[config.mk]
export PLATFORM = sky130hd
export DESIGN_NAME = dmx_stage
export DESIGN_NICKNAME = d
export VERILOG_FILES = /design/src/rtl/dmx_pkg.sv /design/src/rtl/dmx_route.sv /design/src/rtl/dmx_ramp.sv /design/src/rtl/dmx_scale.sv /design/src/rtl/dmx_stage.sv
export SDC_FILE = /design/constraint.sdc
export NUM_CORES = 1
export LEC_CHECK = 0
export BUFFER_PORTS_ARGS = -buffer_cell sky130_fd_sc_hd__buf_2
export CAP_MARGIN = 20
export CORE_ASPECT_RATIO = 0.6
export CORE_UTILIZATION = 50
export DETAILED_ROUTE_END_ITERATION = 7
export GPL_ROUTABILITY_DRIVEN = 1
export PLACE_DENSITY = 0.74
export REMOVE_ABC_BUFFERS = 1
export SLEW_MARGIN = 30
export SYNTH_ARGS = -nofsm -noshare
export SYNTH_HDL_FRONTEND = slang
export SYNTH_SLANG_ARGS = --single-unit
[constraint.sdc]
create_clock -name clk -period 9.45 [get_ports clk]
set_input_delay 0.945 -clock clk [delete_from_list [all_inputs] [get_ports clk]]
set_output_delay 0.945 -clock clk [all_outputs]
set_load 0.02 [all_outputs]
[src/rtl/dmx_pkg.sv]
package dmx_pkg;
  typedef enum logic [1:0] {
    MIX_STEREO   = 2'b00,
    MIX_TO_LEFT  = 2'b01,
    MIX_TO_RIGHT = 2'b10,
    MIX_TO_BOTH  = 2'b11
  } mix_sel_e;
endpackage

[src/rtl/dmx_route.sv]
module dmx_route
  import dmx_pkg::*;
#(
  parameter int W = 24
) (
  input  logic signed [W-1:0] l_in,
  input  logic signed [W-1:0] r_in,
  input  logic                atten,
  input  logic [1:0]          mix,
  output logic signed [W-1:0] l_out,
  output logic signed [W-1:0] r_out,
  output logic                en_l,
  output logic                en_r
);
  logic signed [W-1:0] l_a, r_a, avg;
  logic signed [W:0]   sum;

  // -6 dB as a one-bit arithmetic shift
  assign l_a = atten ? (l_in >>> 1) : l_in;
  assign r_a = atten ? (r_in >>> 1) : r_in;

  // one extra bit keeps the sum from wrapping
  assign sum = {l_a[W-1], l_a} + {r_a[W-1], r_a};
  assign avg = W'(sum >>> 1);

  always_comb begin
    l_out = l_a;
    r_out = r_a;
    en_l  = 1'b1;
    en_r  = 1'b1;
    case (mix_sel_e'(mix))
      MIX_STEREO:   ;
      MIX_TO_LEFT:  begin l_out = avg;     r_out = '0;  en_r = 1'b0; end
      MIX_TO_RIGHT: begin l_out = '0;      r_out = avg; en_l = 1'b0; end
      default:      begin l_out = avg;     r_out = avg;              end
    endcase
  end
endmodule

[src/rtl/dmx_ramp.sv]
module dmx_ramp #(
  parameter int GB = 8
) (
  input  logic        clk,
  input  logic        rst_n,
  input  logic        step,
  input  logic        mute,
  output logic [GB:0] gain
);
  localparam logic [GB:0] UNITY = (GB+1)'(1) << GB;

  always_ff @(posedge clk) begin
    if (!rst_n) begin
      gain <= '0;
    end else if (step) begin
      if (mute && gain != '0)
        gain <= gain - 1'b1;
      else if (!mute && gain != UNITY)
        gain <= gain + 1'b1;
    end
  end

  // no movement without an accepted pair
  a_r10_idle_hold: assert property (@(posedge clk) disable iff (!rst_n)
    !step |=> $stable(gain));
  // muting steps down by one
  a_r9_mute_step: assert property (@(posedge clk) disable iff (!rst_n)
    (step && mute && gain != '0) |=> gain == $past(gain) - 1'b1);
  // gain never exceeds unity
  a_r8_gain_cap: assert property (@(posedge clk) disable iff (!rst_n)
    gain <= UNITY);
endmodule

[src/rtl/dmx_scale.sv]
module dmx_scale #(
  parameter int W  = 24,
  parameter int GB = 8
) (
  input  logic signed [W-1:0] x,
  input  logic [GB:0]         gain,
  output logic signed [W-1:0] y
);
  logic signed [W+GB+1:0] prod;
  assign prod = x * $signed({1'b0, gain});
  assign y    = W'(prod >>> GB);
endmodule

[src/rtl/dmx_stage.sv]
module dmx_stage
  import dmx_pkg::*;
#(
  parameter int W  = 24,
  parameter int GB = 8
) (
  input  logic                clk,
  input  logic                rst_n,
  input  logic                cfg_atten,
  input  logic [1:0]          cfg_mix,
  input  logic                cfg_mute,
  input  logic                in_valid,
  output logic                in_ready,
  input  logic signed [W-1:0] in_left,
  input  logic signed [W-1:0] in_right,
  output logic                out_valid,
  input  logic                out_ready,
  output logic signed [W-1:0] out_left,
  output logic signed [W-1:0] out_right,
  output logic                dac_en_left,
  output logic                dac_en_right
);
  localparam int NCH = 2;

  logic                accept;
  logic [GB:0]         gain;
  logic signed [W-1:0] routed [NCH];
  logic signed [W-1:0] scaled [NCH];

  assign in_ready = !out_valid || out_ready;
  assign accept   = in_valid && in_ready;

  dmx_route #(.W(W)) u_route (
    .l_in(in_left), .r_in(in_right), .atten(cfg_atten), .mix(cfg_mix),
    .l_out(routed[0]), .r_out(routed[1]),
    .en_l(dac_en_left), .en_r(dac_en_right)
  );

  dmx_ramp #(.GB(GB)) u_ramp (
    .clk(clk), .rst_n(rst_n), .step(accept), .mute(cfg_mute), .gain(gain)
  );

  for (genvar ch = 0; ch < NCH; ch++) begin : g_ch
    dmx_scale #(.W(W), .GB(GB)) u_scale (
      .x(routed[ch]), .gain(gain), .y(scaled[ch])
    );
  end

  always_ff @(posedge clk) begin
    if (!rst_n) begin
      out_valid <= 1'b0;
      out_left  <= '0;
      out_right <= '0;
    end else if (accept) begin
      out_valid <= 1'b1;
      out_left  <= scaled[0];
      out_right <= scaled[1];
    end else if (out_ready) begin
      out_valid <= 1'b0;
    end
  end

  // held output while stalled
  a_r11_stall_hold: assert property (@(posedge clk) disable iff (!rst_n)
    (out_valid && !out_ready) |=> out_valid && $stable(out_left) && $stable(out_right));
  // left-only mono leaves the right DAC at zero
  a_r2_right_zero: assert property (@(posedge clk) disable iff (!rst_n)
    (accept && cfg_mix == MIX_TO_LEFT) |=> out_right == '0);
  // right-only mono leaves the left DAC at zero
  a_r3_left_zero: assert property (@(posedge clk) disable iff (!rst_n)
    (accept && cfg_mix == MIX_TO_RIGHT) |=> out_left == '0);
  // at least one DAC is always in use
  a_r12_one_enabled: assert property (@(posedge clk) disable iff (!rst_n)
    dac_en_left || dac_en_right);
endmodule

==> impl_metrics.csv <==
group,metric,value,unit
floorplanning,fp.dieH,152,µm
clock_network,clockBufferDepth,2,
worst_setup_path,cp-end-kind,"flip-flop",
yosys,synth-edff-count,0,
place,preCtsSetupSlack,0.0482,ns
global_routing,top_usage_layer,"met2",
sta,fmax,0.112,GHz
clock_network,cts.sinks,58,
worst_setup_path,cp_max_fo,21,
yosys,ys_async_sr_fraction,0,
yosys,synthCells,2209,
worst_setup_path,slowest_delay,0.58,ns
sta,skew,0.00692,ns
clock_network,cts_buffers,9,
clock_network,cts_tree,"built",
floorplanning,core_area,36700,µm²
drt,routed_wl,51200,µm
drt,drtIter0Drc,1096,
worst_hold_path,hold_start,"out_left[22]$_SDFFE_PN0P_",
sta,min_period_over_period,0.947,
drt,first_pass_iters,7,
power_and_ir_drop,power_density,285,nW/µm²
drt,vias,15400,
global_routing,grt_max_degree,67,
clock_network,post-cts-setup-buffers,0,
layout,final_common_cell,"inv_1",
clock_network,htreeDepth,3,
sta,tightest_slew,0.960,ns
clock_network,clockRootBuffer,"clkbuf_16",
worst_setup_path,worstSetupPathType,"in2reg",
sta,finalMaxSlewViolations,0,
drt,viasPerCell,5.53,
yosys,seq_area_frac_synth,0.0617,
place,portBuffers,107,
power_and_ir_drop,p_leak,10.8,nW
run,cap_viol_max_count,0,
layout,areaGrowthSynthToFinish,7.86,%
worst_setup_path,r2r_end,"out_left[21]$_SDFFE_PN0P_",
sta,holdWs,0.449,ns
worst_hold_path,hold_class,"reg2reg",
worst_setup_path,worst_setup_path_start_kind,"input port",
global_routing,grt_use_met1,0.391,
sta,setup_violations,0,
global_routing,met3_usage,0.0960,
yosys,avgSynthCellArea,8.52,µm²
yosys,yosysWarnings,0,
global_routing,grt_pass1_vias,16100,
worst_setup_path,worstRegToRegCells,22,
clock_network,clk_pin_slew,0.06,ns
clock_network,clock_latency,0.35,ns
yosys,ys_types,76,
drt,drc_errors,0,
sta,setup_ws,0.505,ns
worst_setup_path,cp_slowest_cell,"fa_1",
floorplanning,rows,54,
place,routabilityCongestion,0.998,
worst_setup_path,r2r_start,"u_ramp.gain[5]$_SDFFE_PN0P_",
layout,drive_above_1_share,0.105,
layout,antenna_cells,0,
worst_setup_path,cp_data_required_time,9.69,ns
layout,fin_area,20300,µm²
yosys,netlist_area,18800,µm²
floorplanning,io_pins,108,
yosys,synthFlopType,"dfxtp_1",
global_routing,gr-usage-all-layers,0.279,
drt,antenna_left,0,
floorplanning,dieWidth,253,µm
sta,grt_setup_unrepaired,"true",
worst_setup_path,cp_common_cell,"fa_1",
global_routing,antenna_found_initial,0,
sta,final-hold-violation-count,0,
worst_setup_path,worstPathArrival,9.18,ns
yosys,synth_seq_cells,58,
floorplanning,initial_core_util,0.513,
global_routing,gr-usage-met2,0.409,
global_routing,grt-ovfl-total,0,
global_routing,grt_first_pass_wirelength,84500,µm
sta,relSlewSlack,0.359,
place,dp_hpwl,40900,µm
worst_hold_path,whs_path_depth,2,
power_and_ir_drop,ir_drop,0.000148,V
floorplanning,die_area,38500,µm²
worst_setup_path,reg2reg_slack,2.55,ns
layout,final_cell_mix,"inv_1, fa_1, nand2_1",
clock_network,hold_buffers,0,
drt,post_drt_wl_per_cell,18.3,µm
power_and_ir_drop,power.total,0.00579,W
layout,nets,2843,
worst_hold_path,worstHoldEndpoint,"out_left[22]$_SDFFE_PN0P_",
status,status,"complete, no violations",
clock_network,cts_resized,0,
sta,min_period,8.94,ns
place,postPlaceCellArea,20000,µm²
## Yosys cell counts, drive strengths merged, types with 29 or more instances
master  number  area [µm²]
nor2        42         158
a21oi       56         284
inv        438        1640
dfxtp       58        1160
mux2        41         465
and2       226        1410
o21ai       74         374
a22o        29         254
nand2      313        1170
xnor2       48         420
ha         162        2030
nand3       30         150
fa         342        6850
clkbuf      80         300
## metrics by stage
step / std cells / util / setup TNS [ns]
floorplan: 2118 / - / 0
global placement: 2776 / 0.545 / 0
detailed placement: 2776 / 0.545 / 0
CTS: 2792 / 0.553 / 0
global route: 2792 / 0.553 / -0.0290
finish: 2792 / 0.553 / 0
## worst max-delay path: cells and delay by family
kind | cells | cell delay [ns]
mux | 1 | 0.40
buf+inv | 6 | 1.03
fa+ha+maj | 7 | 3.32
xor+xnor | 1 | 0.17
simple gates | 4 | 0.63
compound gates | 13 | 2.66
## cells by family (layout without fill, tap and decap cells)
kind of cell | count (synthesis) | in the layout | synth area share
AND/OR/NAND/NOR | 690 | 690 | 0.181
buffers and inverters | 529 | 608 | 0.106
adder cells (fa/ha/maj) | 504 | 504 | 0.471
AO/OA/AOI/OAI | 304 | 304 | 0.117
XOR/XNOR | 74 | 74 | 0.0344
flip-flops | 58 | 58 | 0.0617
multiplexers | 50 | 50 | 0.0295
## registers in the layout (all words and copies together), names as in the netlist
| register | count |
|---|---|
| out_left | 24 |
| out_right | 24 |
| out_valid | 1 |
| u_ramp.gain | 9 |
## per-layer routing
| layer | routed length [µm] | part of all wire |
|---|---|---|
| met5 | 0 | 0 |
| met4 | 1170 | 0.023 |
| met3 | 5930 | 0.12 |
| met2 | 21300 | 0.42 |
| met1 | 22800 | 0.45 |
## where the power goes
group / leakage, nW / internal, W / switching, W / total, W
clock network: 0.134 / 0.000184 / 0.000129 / 0.000314
logic: 10.2 / 0.00196 / 0.00306 / 0.00502
registers: 0.475 / 0.000359 / 0.000101 / 0.000460
total: 10.8 / 0.00250 / 0.00329 / 0.00579
## cell type report
type,instances,area [µm²]
sequential,58,1160
timing repair buffer,154,888
multi-input combinational,1622,15700
fill,3359,16400
clock inverter,6,42.5
clock buffer,10,239
inverter,438,1640
tap,504,631
## worst max-delay path by stage
stage                         start                          to  slack [ns]  depth (start not counted)
after floorplan           cfg_atten  out_right[23]$_SDFFE_PN0P_        1.11                         32
after global placement    cfg_atten  out_right[23]$_SDFFE_PN0P_        0.23                         32
after detailed placement  cfg_atten  out_right[23]$_SDFFE_PN0P_        0.05                         31
after CTS                 cfg_atten  out_right[23]$_SDFFE_PN0P_        0.42                         31
after global routing      cfg_atten  out_right[23]$_SDFFE_PN0P_       -0.03                         32
final                     cfg_atten  out_right[23]$_SDFFE_PN0P_        0.51                         32
Note: power is estimated with default switching activity, not from simulation.
